===== src/rtl/pbus_pkg.sv =====
package pbus_pkg;
  typedef enum logic [2:0] {
    PH_IDLE, PH_ALO, PH_AHI, PH_SETUP, PH_STROBE, PH_HOLD
  } phase_e;

  localparam logic [1:0] MUX_NONE  = 2'd0;
  localparam logic [1:0] MUX_SPLIT = 2'd1;
  localparam logic [1:0] MUX_LO8   = 2'd2;
  localparam logic [1:0] MUX_FULL  = 2'd3;

  localparam logic [1:0] CSF_ADDR2 = 2'd0;
  localparam logic [1:0] CSF_MIX   = 2'd1;

  localparam logic [1:0] STEP_INC  = 2'd1;
  localparam logic [1:0] STEP_DEC  = 2'd2;
endpackage


===== src/rtl/pbus_seq.sv =====
module pbus_seq
  import pbus_pkg::*;
#(
  parameter int SW = 2,
  parameter int TW = 4,
  parameter int HW = 2
) (
  input  logic          clk_i,
  input  logic          rst_ni,
  input  logic          start_i,
  input  logic          write_i,
  input  logic [1:0]    mux_i,
  input  logic [SW-1:0] setup_i,
  input  logic [TW-1:0] strobe_i,
  input  logic [HW-1:0] hold_i,
  output phase_e        phase_o,
  output logic          write_o,
  output logic          strobe_end_o,
  output logic          last_o
);
  localparam int CW = (TW > SW) ? ((TW > HW) ? TW : HW) : ((SW > HW) ? SW : HW);

  phase_e        phase_q, phase_d;
  logic [CW-1:0] cnt_q, cnt_d;
  logic          write_q;
  logic          cnt_zero;

  assign cnt_zero     = (cnt_q == '0);
  assign strobe_end_o = (phase_q == PH_STROBE) && cnt_zero;
  assign last_o       = (strobe_end_o && !write_q && (hold_i == '0))
                      || ((phase_q == PH_HOLD) && cnt_zero);
  assign phase_o      = phase_q;
  assign write_o      = write_q;

  always_comb begin
    phase_d = phase_q;
    cnt_d   = cnt_q;
    unique case (phase_q)
      PH_IDLE: if (start_i) begin
        if (mux_i != MUX_NONE) phase_d = PH_ALO;
        else begin phase_d = PH_SETUP; cnt_d = CW'(setup_i); end
      end
      PH_ALO: begin
        if (mux_i == MUX_LO8) phase_d = PH_AHI;
        else begin phase_d = PH_SETUP; cnt_d = CW'(setup_i); end
      end
      PH_AHI: begin phase_d = PH_SETUP; cnt_d = CW'(setup_i); end
      PH_SETUP: begin
        if (cnt_zero) begin phase_d = PH_STROBE; cnt_d = CW'(strobe_i); end
        else cnt_d = cnt_q - CW'(1);
      end
      PH_STROBE: begin
        if (!cnt_zero) cnt_d = cnt_q - CW'(1);
        else if (write_q) begin phase_d = PH_HOLD; cnt_d = CW'(hold_i); end
        else if (hold_i == '0) phase_d = PH_IDLE;
        else begin phase_d = PH_HOLD; cnt_d = CW'(hold_i) - CW'(1); end
      end
      PH_HOLD: begin
        if (cnt_zero) phase_d = PH_IDLE;
        else cnt_d = cnt_q - CW'(1);
      end
      default: phase_d = PH_IDLE;
    endcase
  end

  always_ff @(posedge clk_i or negedge rst_ni) begin
    if (!rst_ni) begin
      phase_q <= PH_IDLE;
      cnt_q   <= '0;
      write_q <= 1'b0;
    end else begin
      phase_q <= phase_d;
      cnt_q   <= cnt_d;
      if (phase_q == PH_IDLE && start_i) write_q <= write_i;
    end
  end
endmodule


===== src/rtl/pbus_addr.sv =====
module pbus_addr
  import pbus_pkg::*;
#(
  parameter int AW = 14,
  localparam int WW = AW + 2
) (
  input  logic          clk_i,
  input  logic          rst_ni,
  input  logic          load_i,
  input  logic [WW-1:0] load_data_i,
  input  logic          step_i,
  input  logic [1:0]    step_mode_i,
  input  logic [1:0]    csf_i,
  output logic [WW-1:0] reg_o,
  output logic [WW-1:0] word_o
);
  logic [AW-1:0] addr_q;
  logic          en1_q, en2_q;

  always_ff @(posedge clk_i or negedge rst_ni) begin
    if (!rst_ni) begin
      addr_q <= '0;
      en1_q  <= 1'b0;
      en2_q  <= 1'b0;
    end else if (load_i) begin
      addr_q <= load_data_i[AW-1:0];
      en1_q  <= load_data_i[AW];
      en2_q  <= load_data_i[AW+1];
    end else if (step_i) begin
      if (step_mode_i == STEP_INC)      addr_q <= addr_q + AW'(1);
      else if (step_mode_i == STEP_DEC) addr_q <= addr_q - AW'(1);
    end
  end

  assign reg_o  = {en2_q, en1_q, addr_q};
  // pins that act as address bits also appear in the latched address word
  assign word_o = {(csf_i == CSF_ADDR2) ? en2_q : 1'b0,
                   (csf_i == CSF_ADDR2 || csf_i == CSF_MIX) ? en1_q : 1'b0,
                   addr_q};
endmodule


===== src/rtl/pbus_pins.sv =====
module pbus_pins
  import pbus_pkg::*;
#(
  parameter int AW = 14,
  parameter int DW = 16,
  localparam int WW = AW + 2
) (
  input  phase_e        phase_i,
  input  logic          write_i,
  input  logic [DW-1:0] wdata_i,
  input  logic [WW-1:0] reg_i,
  input  logic [WW-1:0] word_i,
  input  logic [1:0]    mux_i,
  input  logic [1:0]    csf_i,
  input  logic          pol_rd_i,
  input  logic          pol_wr_i,
  input  logic          pol_cs1_i,
  input  logic          pol_cs2_i,
  input  logic          pol_al_i,
  output logic [AW-1:0] addr_o,
  output logic [DW-1:0] data_o,
  output logic          data_oe_o,
  output logic          cs1_o,
  output logic          cs2_o,
  output logic          al_lo_o,
  output logic          al_hi_o,
  output logic          rd_o,
  output logic          wr_o
);
  logic busy, data_ph, en1, en2;

  assign busy    = (phase_i != PH_IDLE);
  assign data_ph = (phase_i == PH_SETUP) || (phase_i == PH_STROBE) || (phase_i == PH_HOLD);
  assign en1     = reg_i[AW];
  assign en2     = reg_i[AW+1];

  always_comb begin
    addr_o = '0;
    if (mux_i == MUX_NONE)       addr_o = word_i[AW-1:0];
    else if (mux_i == MUX_SPLIT) addr_o[AW-1:8] = word_i[AW-1:8];
  end

  always_comb begin
    data_o    = '0;
    data_oe_o = 1'b0;
    if (phase_i == PH_ALO) begin
      data_oe_o = 1'b1;
      data_o    = (mux_i == MUX_FULL) ? DW'(word_i) : DW'(word_i[7:0]);
    end else if (phase_i == PH_AHI) begin
      data_oe_o = 1'b1;
      data_o    = DW'(word_i[WW-1:8]);
    end else if (data_ph && write_i) begin
      data_oe_o = 1'b1;
      data_o    = wdata_i;
    end
  end

  assign al_lo_o = (phase_i == PH_ALO) ? pol_al_i : ~pol_al_i;
  assign al_hi_o = (phase_i == PH_AHI) ? pol_al_i : ~pol_al_i;
  assign rd_o    = (phase_i == PH_STROBE && !write_i) ? pol_rd_i : ~pol_rd_i;
  assign wr_o    = (phase_i == PH_STROBE &&  write_i) ? pol_wr_i : ~pol_wr_i;

  assign cs2_o = (csf_i == CSF_ADDR2) ? en2
               : ((busy && en2) ? pol_cs2_i : ~pol_cs2_i);
  assign cs1_o = (csf_i == CSF_ADDR2 || csf_i == CSF_MIX) ? en1
               : ((busy && en1) ? pol_cs1_i : ~pol_cs1_i);
endmodule


===== src/rtl/pbus_master.sv =====
module pbus_master
  import pbus_pkg::*;
#(
  parameter int AW = 14,
  parameter int DW = 16,
  parameter int SW = 2,
  parameter int TW = 4,
  parameter int HW = 2,
  localparam int WW = AW + 2
) (
  input  logic          clk_i,
  input  logic          rst_ni,
  input  logic [SW-1:0] cfg_setup_i,
  input  logic [TW-1:0] cfg_strobe_i,
  input  logic [HW-1:0] cfg_hold_i,
  input  logic [1:0]    cfg_mux_i,
  input  logic [1:0]    cfg_csf_i,
  input  logic [1:0]    cfg_step_i,
  input  logic          cfg_irq_en_i,
  input  logic          pol_rd_i,
  input  logic          pol_wr_i,
  input  logic          pol_cs1_i,
  input  logic          pol_cs2_i,
  input  logic          pol_al_i,
  input  logic          addr_load_i,
  input  logic [WW-1:0] addr_wdata_i,
  input  logic          req_valid_i,
  input  logic          req_write_i,
  input  logic [DW-1:0] req_wdata_i,
  output logic [WW-1:0] addr_o,
  output logic [DW-1:0] rdata_o,
  output logic          busy_o,
  output logic          irq_o,
  output logic [AW-1:0] bus_addr_o,
  output logic [DW-1:0] bus_data_o,
  output logic          bus_data_oe_o,
  input  logic [DW-1:0] bus_data_i,
  output logic          bus_cs1_o,
  output logic          bus_cs2_o,
  output logic          bus_al_lo_o,
  output logic          bus_al_hi_o,
  output logic          bus_rd_o,
  output logic          bus_wr_o
);
  phase_e        phase;
  logic          write, strobe_end, last, start;
  logic [WW-1:0] word;
  logic [DW-1:0] wdata_q, rdata_q;
  logic          irq_q;

  assign busy_o = (phase != PH_IDLE);
  assign start  = req_valid_i && !busy_o;

  pbus_seq #(.SW(SW), .TW(TW), .HW(HW)) u_seq (
    .clk_i, .rst_ni,
    .start_i      (start),
    .write_i      (req_write_i),
    .mux_i        (cfg_mux_i),
    .setup_i      (cfg_setup_i),
    .strobe_i     (cfg_strobe_i),
    .hold_i       (cfg_hold_i),
    .phase_o      (phase),
    .write_o      (write),
    .strobe_end_o (strobe_end),
    .last_o       (last)
  );

  pbus_addr #(.AW(AW)) u_addr (
    .clk_i, .rst_ni,
    .load_i      (addr_load_i && !busy_o),
    .load_data_i (addr_wdata_i),
    .step_i      (last),
    .step_mode_i (cfg_step_i),
    .csf_i       (cfg_csf_i),
    .reg_o       (addr_o),
    .word_o      (word)
  );

  pbus_pins #(.AW(AW), .DW(DW)) u_pins (
    .phase_i   (phase),
    .write_i   (write),
    .wdata_i   (wdata_q),
    .reg_i     (addr_o),
    .word_i    (word),
    .mux_i     (cfg_mux_i),
    .csf_i     (cfg_csf_i),
    .pol_rd_i, .pol_wr_i, .pol_cs1_i, .pol_cs2_i, .pol_al_i,
    .addr_o    (bus_addr_o),
    .data_o    (bus_data_o),
    .data_oe_o (bus_data_oe_o),
    .cs1_o     (bus_cs1_o),
    .cs2_o     (bus_cs2_o),
    .al_lo_o   (bus_al_lo_o),
    .al_hi_o   (bus_al_hi_o),
    .rd_o      (bus_rd_o),
    .wr_o      (bus_wr_o)
  );

  always_ff @(posedge clk_i or negedge rst_ni) begin
    if (!rst_ni) begin
      wdata_q <= '0;
      rdata_q <= '0;
      irq_q   <= 1'b0;
    end else begin
      if (start) wdata_q <= req_wdata_i;
      if (strobe_end && !write) rdata_q <= bus_data_i;
      irq_q <= last && cfg_irq_en_i;
    end
  end

  assign rdata_o = rdata_q;
  assign irq_o   = irq_q;
endmodule


===== config.mk =====
export PLATFORM = sky130hd
export DESIGN_NAME = pbus_master
export DESIGN_NICKNAME = d
export VERILOG_FILES = /design/src/rtl/pbus_pkg.sv /design/src/rtl/pbus_seq.sv /design/src/rtl/pbus_addr.sv /design/src/rtl/pbus_pins.sv /design/src/rtl/pbus_master.sv
export SDC_FILE = /design/constraint.sdc
export NUM_CORES = 1
export LEC_CHECK = 0
export BUFFER_PORTS_ARGS = -buffer_cell sky130_fd_sc_hd__buf_2
export CORE_ASPECT_RATIO = 1.75
export CORE_UTILIZATION = 40
export CTS_CLUSTER_SIZE = 20
export DETAILED_ROUTE_END_ITERATION = 10
export GPL_ROUTABILITY_DRIVEN = 0
export GPL_TIMING_DRIVEN = 0
export PLACE_DENSITY = 0.66
export SETUP_SLACK_MARGIN = 0.05
export SLEW_MARGIN = 10
export SYNTH_ARGS = -nofsm -noshare
export SYNTH_HDL_FRONTEND = slang
export SYNTH_HIERARCHICAL = 1
export SYNTH_SLANG_ARGS = --single-unit

===== constraint.sdc =====
create_clock -name clk_i -period 2.9 [get_ports clk_i]
set_input_delay 0.725 -clock clk_i [delete_from_list [all_inputs] [get_ports clk_i]]
set_output_delay 0.725 -clock clk_i [all_outputs]
set_load 0.01 [all_outputs]

### Yosys cells after proc, flatten, opt, wreduce, memory -nomap -nowiden

Index checks and enable logic that the tools add are counted.
Widths: inputs -> output; s select.

| storage, ports and cells | value |
|---|---|
| logic and storage cells | 111 |
| flip-flop bits (word level) | 57 |
| output and inout port bits | 71 |

| cells by class | value |
|---|---|
| reductions and logical operators | 32 |
| bitwise gates (word level) | 5 |
| equality and inequality tests | 19 |
| multiplexer cells | 42 |
| add/subtract/negate cells | 4 |

Operator list:

| kind | number |
|---|---|
| $mux 16 | 4 |
| $mux 14 | 4 |
| $mux 4 | 8 |
| $pmux 4 s6 | 1 |
| $mux 3 | 6 |
| $pmux 3 s6 | 1 |
| $add 14x1->14 const B | 1 |
| $mux 1 | 14 |
| $sub 14x1->14 const B | 1 |
| $logic_and 1x1->1 | 13 |
| $mux 6 | 2 |
| $ne 2x2->1 const B | 6 |
| $mux 8 | 1 |
| $eq 2x1->1 const B | 3 |
| $eq 2x2->1 const B | 3 |
| $eq 3x2->1 const B | 2 |
| $eq 3x3->1 const B | 2 |
| $logic_not 2->1 | 3 |
| $reduce_and 6->1 | 1 |
| $reduce_bool 3->1 | 2 |
| $reduce_bool 6->1 | 1 |
| $not 1->1 | 5 |
| $logic_not 4->1 | 1 |
| $logic_or 1x1->1 | 4 |
| other kinds (11) | 13 |

### Longest topological paths before layout

| logic depth | value |
|---|---|
| depth after elaboration | 7 |
| gate-level depth with buffers | 11 |
| depth with buffers taken out | 10 |

### Cells and area by module

The synthesis kept the hierarchy.

Modules (own cells, without submodules):

| module | times used | area an instance (um^2) | cells each | seq. area each (um^2) |
|---|---|---|---|---|
| pbus_addr | 1 | 1,470.2 | 179 | 400.4 |
| pbus_master | 1 | 1,258.7 | 74 | 825.8 |
| pbus_seq | 1 | 740.7 | 87 | 200.2 |
| pbus_pins | 1 | 654.4 | 102 | 0.0 |

### Worst setup path before layout

No wires, ideal clock.

| timing | value |
|---|---|
| kind | input to register |
| start point | input port cfg_step_i[1] |
| end point | register u_addr.addr_q[11] |
| setup time | 126 ps |
| data arrival time | 2,701 ps |
| data required time | 2,774 ps |
| path slack | 73 ps |
| stages on the path | 8 |
| path buffers | 0 |
| path through | nand2b_1 > ha_1 > and2_4 > a221o_1 > o21ai_1 > a21oi_1 > mux2i_1 > a221o_1 |

| on the way | value |
|---|---|
| cells in the longest elaborated chain, start to end | 4 |
| elaborated cells on any way between the ends | 7 |
| classes of those cells | eq/ne: 2; mux: 3; reduce/logical: 2 |

Ends and longest elaborated chain:

| item | line | RTL |
|---|---|---|
| start, declared | pbus_master.sv:18 | `input logic [1:0] cfg_step_i,` |
| $eq 2x1->1 | pbus_addr.sv:30 | `if (step_mode_i == STEP_INC) addr_q <= addr_q + AW'(1);` |
| $mux 14 | pbus_addr.sv:30 |  |
| $mux 14 | pbus_addr.sv:29 | `end else if (step_i) begin` |
| $mux 14 | pbus_addr.sv:25 | `end else if (load_i) begin` |
| end signal, assigned | pbus_addr.sv:26 | `addr_q <= load_data_i[AW-1:0];` |
| end signal, assigned | pbus_addr.sv:30 |  |
| end signal, assigned | pbus_addr.sv:31 | `else if (step_mode_i == STEP_DEC) addr_q <= addr_q - AW'(1);` |
| end, declared | pbus_addr.sv:17 | `logic [AW-1:0] addr_q;` |

Several ways; a longest one is shown, not always the timed one. The select of a mux whose other input is x is not followed.
A chain may end at the register's enable or synchronous reset.

### Worst setup path in the final report

Ends and elaborated chain as after synthesis.

==> impl_metrics.json <==
{
  "status": "finished, final reports clean",
  "final_layout_size_suffix_gt1_share_pct": 40.8,
  "post_synth_fa_ha_maj_area_fraction_pct": 5.64,
  "layout_common_cells": "153 x buf_2, 56 x dfrtp_1, 36 x mux2_2",
  "final_core_util_pct": 53.5,
  "wirelength_um": 12200,
  "numCtsBuffers": 9,
  "synth.area.mux_share_pct": 11.3,
  "rsz0062_at_grt": "true",
  "ctsHoldBuffers": 0,
  "std_cell_rows": 48,
  "r2r-start": "u_seq/cnt_q[0]",
  "clkTransAtPathRegs_ns": 0.05,
  "drt_pre_antenna_iters": 4,
  "crit_path_start_kind": "primary input",
  "start_util_pct": 41.4,
  "cts.sinks": 57,
  "yosysWarningCount": 6,
  "postSynthAreaPerCell_um2": 9.33,
  "grt_pass1_wl_um": 19100,
  "period_share_pct": 94.8,
  "synth_top_cell_by_area": "dfrtp_1",
  "nets": 686,
  "fin_crit_ns": 2.75,
  "path_max_fanout": 15,
  "fmax_mhz": 364,
  "synth_area_leaders": "dfrtp_1 35%, mux2_2 9.8%, ha_1 5.2%",
  "synth_top_area_share_pct": 34.6,
  "fp.coreArea_um2": 9970,
  "async_flop_share_pct": 100,
  "criticalPathCategory": "primary input to flop",
  "cp_cell_sequence": "buf_2, nand2b_2, ha_1, and2_4, a221o_1, o21ai_2, a21oi_1, mux2i_1, a221o_1",
  "setup_viol": 0,
  "grt_max_degree": 58,
  "slew_headroom_pct": 49.8,
  "fin_tns_setup_ns": 0,
  "synth-simple-area-share_pct": 20.9,
  "slew_violations": 0,
  "portBuffers": 143,
  "power.density_nw_per_um2": 1110,
  "viasPerCell": 5.50,
  "vias": 3991,
  "cts_max_level": 3,
  "hpwl_um": 9620,
  "post-place-cells": 710,
  "rr_endpoint": "u_addr/addr_q[13]",
  "synth_cells": 442,
  "ys_seq_area_share_pct": 34.6,
  "clockBufferDepth": 2,
  "synth_xor_area_share_pct": 3.40,
  "critPathRequiredTime_ns": 3.11,
  "post-route-drc-count": 0,
  "hp-class": "primary input to asynchronous set/reset pin",
  "first_iter_violations": 161,
  "critical_path.max_stage_delay_ns": 0.43,
  "power.leakage_uw": 0.00261,
  "fin_worst_skew_ns": 0.00528,
  "final_cell_count_no_fill": 725,
  "reg2reg_slack_ns": 0.34,
  "rr_worst_depth": 11,
  "die_x_um": 78.8,
  "grt_remaining_overflow": 0,
  "antenna_found_initial": 0,
  "path_common_cell": "a221o_1",
  "worst_path_max_delay_cell": "ha_1",
  "cts_setup_buffers": 0,
  "crit_path_end_kind": "flop",
  "cts_tree": "done",
  "cts_root_buf": "clkbuf_16",
  "wl_per_cell_um": 16.8,
  "synth_top_family_by_area": "simple AND/OR/NAND/NOR gates",
  "synth_edf_count": 0,
  "synth_seq_cells": 57,
  "max-vdd-ir-drop_mv": 0.534,
  "max-cap-violations": 0,
  "die_area_um2": 10700,
  "clk_latency_ns": 0.33,
  "ant_nets": 0,
  "ys.flop_type": "dfrtp_1",
  "final_common_cell": "buf_2",
  "ios": 144,
  "hold_viol_final": 0,
  "grt_usage_pct": 23.8,
  "worstMarginPinSlew_ns": 0.752,
  "synth_cell_types": 64,
  "netlist_area_um2": 4120,
  "die_h_um": 136,
  "holdWs_ns": 0.470,
  "syn2layout_area_growth_pct": 29.3,
  "antenna_cells": 0,
  "synth-compound-area-share_pct": 16.8,
  "synthesis.nets": 533,
  "arrival_ns": 2.96,
  "first_global_vias": 4008
}
[Yosys cell counts (2+ instances only)]
master,n
mux2i_1,6
a21o_1,3
o221ai_1,2
a311oi_1,2
o21bai_1,2
o211ai_1,11
nor3_1,8
inv_1,16
a22oi_1,3
o21ai_0,19
nand4_1,2
nor3b_1,5
buf_2,11
buf_6,2
a21oi_1,25
nor2_1,21
xnor2_1,11
dfrtp_1,57
nor3_2,2
mux2_2,36
nand2_1,34
clkbuf_1,6
nand2b_1,6
nor2_4,2
o21ai_1,2
a31oi_1,11
xor2_1,5
o22ai_1,3
nand3_1,20
nand3b_1,2
a22o_1,8
and2_1,14
buf_4,17
ha_1,17
a221o_1,2
nor2b_1,21
[stage by stage]
| step | worst slack, ns | total power (uW) | cell area [um^2] |
|---|---|---|---|
| 2_1_floorplan | 0.0731 | 3740 | 4120 |
| 3_3_place_gp | -0.362 | 4660 | 5000 |
| 3_5_place_dp | -0.417 | 4750 | 5000 |
| 4_1_cts | 0.114 | 5960 | 5330 |
| 5_1_grt | 0.0426 | 6370 | 5330 |
| 6_report | 0.151 | 5940 | 5330 |
[cell families after synthesis]
family	Yosys count
compound gates	103
xor+xnor	16
fa+ha+maj	18
buf+inv	54
flops	57
mux	42
simple gates	152
[state kept, by name, indices dropped and copies added (netlist names)]
register / flops
u_addr/en2_q: 1
wdata_q: 16
u_seq/phase_o: 3
rdata_o: 16
irq_o: 1
u_seq/cnt_q: 4
u_addr/addr_q: 14
u_seq/write_o: 1
u_addr/en1_q: 1
[what timing repair did]
action,4_1_cts,5_1_grt
endpoints found under the setup margin,3,7
endpoints found under the hold margin,0,0
gates resized for setup,1,2
[area by class of cell]
type / count / area (um^2)
plain buffers: 36 / 238
flip-flops and latches: 57 / 1430
fillers: 968 / 4640
inverters: 17 / 63.8
clock buffers: 12 / 256
multi-input cells: 331 / 2400
clock inverters: 4 / 73.8
well taps: 125 / 156
repair buffers: 143 / 718
[routing by layer]
metal	track usage (%)	share of wire (%)	wire length (um)
met5	0	0	0
met3	4.50	5.5	664
met4	18.1	5.6	676
met1	23.0	34	4180
met2	43.6	55	6630
[critical path: cells and delay by family]
kind	cells	cell delay (ns)
adder cells (fa/ha/maj)	1	0.43
AND/OR/NAND/NOR	2	0.54
buffers and inverters	1	0.11
AO/OA/AOI/OAI	4	1.03
multiplexers	1	0.14
[worst max path at each step]
stage | slack, ns | end | from
floorplan | 0.07 | u_addr/addr_q[11] | cfg_step_i[1]
global placement | -0.36 | u_addr/addr_q[11] | cfg_step_i[1]
detailed placement | -0.42 | u_addr/addr_q[11] | cfg_step_i[1]
CTS | 0.11 | bus_data_o[5] | u_seq/phase_o[0]
global route | 0.04 | u_addr/addr_q[11] | cfg_step_i[1]
finish | 0.15 | u_addr/addr_q[11] | cfg_step_i[1]
[where the power goes]
group          total, uW  leakage (uW)  internal, uW  switching (uW)
Clock               1170      0.000163           800             366
Sequential          1460      0.000719          1110             350
Combinational       3310       0.00173          1530            1780
Power figures use the tool's default switching activity.
